**src/rtl/crt_pkg.sv**
```systemverilog
package crt_pkg;
  localparam int MODE_W     = 2;
  localparam int RATE_W     = 3;
  localparam int NUM_RATES  = 5;
  localparam int RATE_STEP  = 2;   // log2 of ratio between adjacent rates
  localparam int PRESET_VAL = 4;

  typedef logic [MODE_W-1:0] mode_t;
  typedef logic [RATE_W-1:0] rate_t;

  localparam mode_t MODE_OFF = 2'b00;
endpackage

```
**src/rtl/crt_prescaler.sv**
```systemverilog
module crt_prescaler #(
  parameter int NRATE = crt_pkg::NUM_RATES,
  parameter int STEP  = crt_pkg::RATE_STEP
) (
  input  logic             clk,
  input  logic             rst_n,
  output logic [NRATE-1:0] ticks_o
);
  localparam int DW = NRATE * STEP;

  logic [DW-1:0] div_q;

  always_ff @(posedge clk or negedge rst_n) begin
    if (!rst_n) div_q <= '0;
    else        div_q <= div_q + 1'b1;
  end

  // strobe k fires once every 2^(STEP*(k+1)) clocks
  for (genvar k = 0; k < NRATE; k++) begin : g_tick
    assign ticks_o[k] = &div_q[STEP*(k+1)-1:0];
  end
endmodule

```
**src/rtl/crt_channel.sv**
```systemverilog
module crt_channel #(
  parameter int CW    = 8,
  parameter int NRATE = crt_pkg::NUM_RATES
) (
  input  logic                clk,
  input  logic                rst_n,
  input  crt_pkg::mode_t      mode_i,
  input  crt_pkg::rate_t      rate_i,
  input  logic [CW-1:0]       reload_i,
  input  logic                gate_i,
  input  logic                start_i,
  input  logic [NRATE-1:0]    ticks_i,
  output logic                trig_o,
  output logic                req_o
);
  localparam logic [CW-1:0] PRESET = CW'(crt_pkg::PRESET_VAL);
  localparam logic [CW-1:0] ONE    = CW'(1);

  logic [CW-1:0] cnt_q;
  logic          held_q;    // trigger issued, waiting for start
  logic          fresh_q;   // counter became zero last edge
  logic          req_q;
  logic          run;
  logic          tick_sel;
  logic          at_zero;

  assign run     = (mode_i != crt_pkg::MODE_OFF) && gate_i;
  assign at_zero = (cnt_q == '0);

  always_comb begin
    tick_sel = 1'b0;
    for (int k = 0; k < NRATE; k++) begin
      if (rate_i == crt_pkg::rate_t'(k + 1)) tick_sel = ticks_i[k];
    end
  end

  assign trig_o = run && tick_sel && at_zero && !held_q && !fresh_q;
  assign req_o  = req_q;

  always_ff @(posedge clk or negedge rst_n) begin
    if (!rst_n) begin
      cnt_q   <= PRESET;
      held_q  <= 1'b0;
      fresh_q <= 1'b0;
      req_q   <= 1'b0;
    end else begin
      req_q <= trig_o || (req_q && !start_i);
      if (!run) begin
        cnt_q   <= PRESET;
        held_q  <= 1'b0;
        fresh_q <= 1'b0;
      end else if (start_i && held_q) begin
        cnt_q   <= reload_i;
        held_q  <= 1'b0;
        fresh_q <= (reload_i == '0);
      end else if (trig_o) begin
        held_q  <= 1'b1;
        fresh_q <= 1'b0;
      end else if (tick_sel && !at_zero) begin
        cnt_q   <= cnt_q - ONE;
        fresh_q <= (cnt_q == ONE);
      end else begin
        fresh_q <= 1'b0;
      end
    end
  end
endmodule

```
**src/rtl/conv_req_timer.sv**
```systemverilog
module conv_req_timer #(
  parameter int NCH = 4,
  parameter int CW  = 8
) (
  input  logic                              clk,
  input  logic                              rst_n,
  input  logic [NCH*crt_pkg::MODE_W-1:0]    mode_i,
  input  logic [NCH*crt_pkg::RATE_W-1:0]    rate_i,
  input  logic [NCH*CW-1:0]                 reload_i,
  input  logic [NCH-1:0]                    gate_i,
  input  logic [NCH-1:0]                    conv_start_i,
  output logic [NCH-1:0]                    trig_o,
  output logic [NCH-1:0]                    req_o
);
  localparam int NRATE = crt_pkg::NUM_RATES;
  localparam int MW    = crt_pkg::MODE_W;
  localparam int RW    = crt_pkg::RATE_W;

  logic [NRATE-1:0] ticks;

  crt_prescaler #(.NRATE(NRATE), .STEP(crt_pkg::RATE_STEP)) presc_i (
    .clk     (clk),
    .rst_n   (rst_n),
    .ticks_o (ticks)
  );

  for (genvar c = 0; c < NCH; c++) begin : g_ch
    crt_channel #(.CW(CW), .NRATE(NRATE)) ch_i (
      .clk      (clk),
      .rst_n    (rst_n),
      .mode_i   (mode_i[c*MW +: MW]),
      .rate_i   (rate_i[c*RW +: RW]),
      .reload_i (reload_i[c*CW +: CW]),
      .gate_i   (gate_i[c]),
      .start_i  (conv_start_i[c]),
      .ticks_i  (ticks),
      .trig_o   (trig_o[c]),
      .req_o    (req_o[c])
    );
  end
endmodule

```
**config.mk**
```make
export PLATFORM = sky130hd
export DESIGN_NAME = conv_req_timer
export DESIGN_NICKNAME = d
export VERILOG_FILES = /design/src/rtl/crt_pkg.sv /design/src/rtl/crt_prescaler.sv /design/src/rtl/crt_channel.sv /design/src/rtl/conv_req_timer.sv
export SDC_FILE = /design/constraint.sdc
export NUM_CORES = 1
export LEC_CHECK = 0
export CAP_MARGIN = 40
export CORE_ASPECT_RATIO = 0.75
export CORE_MARGIN = 2
export CORE_UTILIZATION = 50
export CTS_CLUSTER_DIAMETER = 30
export DETAILED_ROUTE_END_ITERATION = 7
export GPL_ROUTABILITY_DRIVEN = 0
export PLACE_DENSITY = 0.88
export SYNTH_ARGS = -nofsm -noshare
export SYNTH_HDL_FRONTEND = slang
export SYNTH_HIERARCHICAL = 1
export SYNTH_SLANG_ARGS = --single-unit
```
**constraint.sdc**
```tcl
create_clock -name clk -period 5.2 [get_ports clk]
set_input_delay 1.56 -clock clk [delete_from_list [all_inputs] [get_ports clk]]
set_output_delay 1.56 -clock clk [all_outputs]
set_load 0.01 [all_outputs]
```
==> results of run 1 <==
area by class of cell:
cell class / count / share of cell area, %
repair buffers: 82 / 17.46
clock buffers: 5 / 1.544
inverters: 23 / 1.937
well taps: 84 / 2.358
multi-input cells: 284 / 45.28
clock inverters: 3 / 0.9826
flip-flops and latches: 54 / 30.43
placed cells by master (no fill, tap or decap), types with 5 or more instances in the layout:
master and n:
or3_4 8, nand2_1 25, clkbuf_8 5, nand2b_1 8, nor2_1 40, nand4_1 10, o21ai_0 12, buf_4 13
xor2_1 18, dfrtp_1 50, nor4_1 8, nor3_1 8, mux2i_1 12, clkdlybuf4s50_1 64, and3_1 6, xnor2_1 10
a211oi_1 20, or4_1 12, a21oi_2 8, inv_1 23, nand3_1 14, ha_1 13
registers in the layout (all words and copies together), names as in the netlist:
| name | count |
|---|---|
| presc_i/div_q | 10 |
| g_ch.ch_i/fresh_q | 4 |
| g_ch.ch_i/held_q | 4 |
| g_ch.ch_i/cnt_q | 32 |
| g_ch.ch_i/req_o | 4 |
logic make-up after synthesis:
| kind of cell | after synthesis | synth area share, % |
|---|---|---|
| AND/OR/NAND/NOR | 163 | 26.88 |
| buffers and inverters | 31 | 3.472 |
| flip-flops | 54 | 38.80 |
| XOR/XNOR | 28 | 7.015 |
| multiplexers | 12 | 3.436 |
| adder cells (fa/ha/maj) | 13 | 4.653 |
| AO/OA/AOI/OAI | 68 | 15.75 |
power groups by stage:
stage	combinational [µW]	sequential [µW]	clock, µW
after floorplan	62.9	441	0
after CTS	147	435	294
after detailed placement	146	443	0
after global placement	142	442	0
after global routing	160	436	312
final	147	435	285
Yosys cell counts (8+ instances only):
cell type  count
a211oi_1      20
a21oi_2        8
dfrtp_1       50
ha_1          13
inv_1         23
mux2i_1       12
nand2_1       25
nand2b_1       8
nand3_1       14
nand4_1       10
nor2_1        40
nor3_1         8
nor4_1         8
o21ai_0       12
or3_4          8
or4_1         12
xnor2_1       10
xor2_1        18
worst reg2reg max path, stage by stage (launching register included):
cell and delay, ns:
dfrtp_1 0.45, ha_1 0.42, and4_1 0.35, mux2i_1 0.12, o22ai_2 0.20, buf_4 0.17, nand3_1 0.11, or4_1 0.43
a311oi_1 0.26
metrics by stage:
stage / instance area, µm² / TNS [ns] / setup WS [ns]
floorplan: 3496 / 0 / 0.8875
finish: 4457 / 0 / 0.2026
global placement: 4349 / 0 / 0.01567
global route: 4457 / 0 / 0.1439
detailed placement: 4349 / -0.08839 / -0.06748
CTS: 4457 / 0 / 0.2024
timing repair:
item	4_1_cts	5_1_grt
setup endpoints to repair	4	0
hold endpoints to repair	0	0
hold buffers	0	0
gates resized for setup	4	0
final timing paths:
path | to | slack, ns | cells after the start
min in group asynchronous | g_ch[1].ch_i/cnt_q[1]$_DFFE_PN0P_ | 1.18 | 1
worst min register to register | presc_i/div_q[5]$_DFF_PN0_ | 0.48 | 1
max in group asynchronous | g_ch[3].ch_i/cnt_q[2]$_DFFE_PN1P_ | 3.18 | 2
worst max register to register | g_ch[1].ch_i/cnt_q[7]$_DFFE_PN0P_ | 2.62 | 8
worst max-delay path | trig_o[2] | 0.20 | 6
worst min-delay path | presc_i/div_q[5]$_DFF_PN0_ | 0.48 | 1
routing by layer:
| layer | wire [µm] | share of wire (%) | track usage (%) |
|---|---|---|---|
| met1 | 3685 | 45 | 29.25 |
| met3 | 453 | 5.5 | 4.404 |
| met2 | 4022 | 49 | 37.05 |
| met5 | 0 | 0 | 0 |
| met4 | 86 | 1.0 | 4.932 |
==> run metrics, run 1 <==
worst clock skew 0.006856 ns; startpoint types input pin; Int Pwr 651.0 µW; P&R area growth vs syn 27.49%; hpwl dp 6.332 mm; Synth area leader dfrtp_1; switch share 24.83%; final WL 8.247 mm; total grt overflow 0; Worst Tran Pin Value 0.4806 ns; RSZ-0062 raised after global routing no; Initial Util 51.42%; total number of H-tree levels 2; Power Density 194.3 nW/µm²; Pwr Total 866.0 µW; CTS tree built; share of cells above drive strength 1 13.53%; Cells after Synth 369; Most used DFF post-synth dfrtp_1; EDFF count, synth 0; DIE HEIGHT 76.42 µm; max-slew violation count 0; status complete, no violations; Slew HR 67.88%; IO Port Bufs 69; synth warn 6; clk sinks 54; Largest stage delay, worst path 0.64 ns; non-filler cells, final 535; crit share post-route 96.10%; Clk pin slew, worst setup/hold paths 0.10 ns; Via-to-Cell Ratio 5.778; Worst setup startpoint mode_i[5]; hold crit path type reg2reg; pin count of the biggest net entering global routing 38; hold slack 0.4788 ns; final net count 525; area of the multi-input gates 2018 µm²; CP cell instances clkdlybuf4s50_1 -> o21ai_0 -> or4b_2 -> or3_4 -> inv_1 -> dlygate4sd2_1; Max VDD drop 0.1814 mV; die footprint 7684 µm²; DRC Markers 0; row count 26; f_max 0.2001 GHz; IO Pins 70; CTS Buffer Depth 2; async set or reset register ratio after synthesis 100.0%; worst setup path category in2out; CP required 3.64 ns; Final Util 65.55%; sequential power share 50.2%; number of CTS-inserted buffers 5; global-route wire length before repair 13.90 mm; final setup violation count 0; worst path arrival time 3.44 ns; crit end category primary output; sequential fraction of the synthesis area 38.80%; main area contributors after synthesis dfrtp_1, ha_1, xor2_1; HP Start presc_i/div_q[5]$_DFF_PN0_; CTS root buf clkbuf_8; GRT Overall Usage 22.01%; RR Startpoint presc_i/div_q[0]$_DFF_PN0_; Top delay family on crit path simple AND/OR/NAND/NOR gates; Leak 0.001925 µW; synthesized area per cell 9.474 µm²; placed cell count 527; total number of vias 3091; post-synth cell types 38; peak fanout along the critical path 2; CP max stage cell or4b_2; area of the core 6799 µm²; syn_nets 444; # fillers 559; WL per Instance 15.41 µm; Comb power frac 16.9%; Mapped Area 3496 µm²; clk_lat worst skew 0.30 ns; Net Sw Power 215.0 µW; number of global-route vias before repair 3039; n_diodes 0; initial antenna violation count 0; #FFs+latches synth 54; Yosys top cell area share 35.79%; buffer count from post-CTS setup fixing 0; DR pass1 iterations 4; max-cap violation count 0; min Tclk post-route 4.997 ns; worst path bufs/invs 3; post-route ant nets 0; Initial DRC Count 159; share of total power in the clock network 32.9%; final hold violations 0; die width 100.6 µm; FF/Latch Area 1356 µm²
(Power assumes the default switching activity.)
==> inputs of run 2 (changes only) <==
Settings changed: CORE_MARGIN 2 to 1, DONT_BUFFER_PORTS set to 1, PLACE_DENSITY 0.88 to 0.75.
==> run 2 against run 1 <==
Net effect: the run now ends with design-rule violations left; sequential share of layout area up 6.4 points; via count down 10%; first-iteration DRC count down 26%; sequential power about the same; global-route usage about the same; worst setup slack better by 0.54 ns; worst hold slack worse by 0.0063 ns; flip-flop and latch count unchanged; critical endpoint is now trig_o[3]; highest routed layer unchanged.
==> run metrics, run 2 (synthesis gave the netlist of run 1 again) <==
cts-stage hold buffer count 0; total number of H-tree levels 2; CTS tree built; clk_lat worst skew 0.30 ns; worst path arrival time 2.89 ns; hpwl dp 5.692 mm; f_max 0.2246 GHz; global-route wire length before repair 12.64 mm; initial antenna violation count 0; min Tclk post-route 4.453 ns; Final Util 56.34%; Largest stage delay, worst path 0.62 ns; failing checks design-rule violations; worst clock skew 0.01175 ns; CP required 3.64 ns; Via-to-Cell Ratio 6.110; DRC Markers 4; post-CTS sizing 0; WL per Instance 16.86 µm; final net count 447; GRT Overall Usage 21.98%; die footprint 7334 µm²; Clk pin slew, worst setup/hold paths 0.09 ns; total grt overflow 0; row count 25; peak fanout along the critical path 14; CTS Buffer Depth 2; Initial DRC Count 118; CP cell instances o21ai_0 -> buf_4 -> or4b_2 -> or3_4 -> inv_1; # fillers 578; Leak 0.001588 µW; RR Startpoint presc_i/div_q[0]$_DFF_PN0_; worst setup path category in2out; Slew HR 67.39%; CP max stage cell or4b_2; n_diodes 0; crit end category primary output; register with the most flip-flops g_ch.ch_i/cnt_q; pin count of the biggest net entering global routing 55; Max VDD drop 0.1016 mV; commonest non-fill, non-tap cell in the layout dfrtp_1; hold slack 0.4725 ns; startpoint types input pin; most frequent cells in the layout dfrtp_1, nor2_1, nand2_1; total number of vias 2774; number of CTS-inserted buffers 5; Top delay family on crit path simple AND/OR/NAND/NOR gates; worst path bufs/invs 2; number of global-route vias before repair 2594; area of the multi-input gates 2018 µm²; clk sinks 54; area of the core 6538 µm²; max-slew violation count 0; DR pass1 iterations 6; RSZ-0062 raised after global routing no; IO Pins 70; IO Port Bufs 0; Power Density 205.0 nW/µm²; CTS root buf clkbuf_8; share of cells above drive strength 1 13.40%; Regs by FF count g_ch.ch_i/cnt_q x32, presc_i/div_q x10; P&R area growth vs syn 5.369%; post-route ant nets 0; Worst Tran Pin Value 0.4880 ns; max reg flops 32; Pwr Total 755.0 µW; FF/Latch Area 1356 µm²; final hold violations 0; DIE HEIGHT 74.42 µm; crit share post-route 85.63%; HP Start presc_i/div_q[9]$_DFF_PN0_; hold crit path type reg2reg; final WL 7.655 mm; total negative setup slack 0 ns; Worst setup startpoint mode_i[7]; buffer count from post-CTS setup fixing 0; max-cap violation count 0; final setup violation count 0; die width 98.55 µm; status finished with violations; Initial Util 53.47%
## run 2: cell count changes in the layout (fill, tap and decap cells not counted)
cell | before | now
buf_4 | 13 | 4
clkdlybuf4s50_1 | 64 | 0
buf_2 | 1 | 0
bufinv_16 | 1 | 0
inv_6 | 1 | 0
clkbuf_8 | 5 | 6
clkbuf_1 | 0 | 1
dlygate4sd2_1 | 4 | 0
## run 2: through the flow
| stage | area (µm²) | cells | setup slack, ns |
|---|---|---|---|
| floorplan | 3496 | 369 | 0.8875 |
| finish | 3684 | 454 | 0.7473 |
| CTS | 3684 | 454 | 0.7429 |
| global placement | 3592 | 446 | 0.7724 |
| detailed placement | 3592 | 446 | 0.7426 |
| global route | 3684 | 454 | 0.7162 |
## run 2: metal layers
layer | share of wire [%] | track usage [%] | vias to the layer above | routed length (µm)
met2 | 47 | 35.37 | 58 | 3585
met1 | 48 | 31.51 | 1359 | 3690
met3 | 4.6 | 4.229 | 2 | 355
met4 | 0.31 | 3.980 | 0 | 24
met5 | 0 | 0 | - | 0
li1 | - | - | 1355 | -
## run 2: cell type report
cell class	count	share of cell area, %
clock inverter	1	0.1359
multi-input combinational	284	54.79
inverter	23	2.344
timing repair buffer	4	0.8152
clock buffer	7	2.344
tap	81	2.751
sequential	54	36.82
## run 2: final timing paths
kind                                                     end  slack (ns)  cells after the start
setup / recovery                                   trig_o[3]        0.75                      5
hold / removal                    presc_i/div_q[9]$_DFF_PN0_        0.47                      1
setup reg to reg           g_ch[3].ch_i/cnt_q[7]$_DFFE_PN0P_        2.55                      7
hold reg to reg                   presc_i/div_q[9]$_DFF_PN0_        0.47                      1
max in group asynchronous  g_ch[1].ch_i/cnt_q[2]$_DFFE_PN1P_        4.06                      0
min in group asynchronous       g_ch[0].ch_i/req_o$_DFF_PN0_        0.94                      0
## run 2: report_power, final
part | internal, µW | leakage [µW] | switching (µW)
Sequential | 428 | 0.000723 | 7.04
Combinational | 36.4 | 0.000816 | 43.0
Clock | 108 | 0.0000482 | 133
Total | 572 | 0.00159 | 183
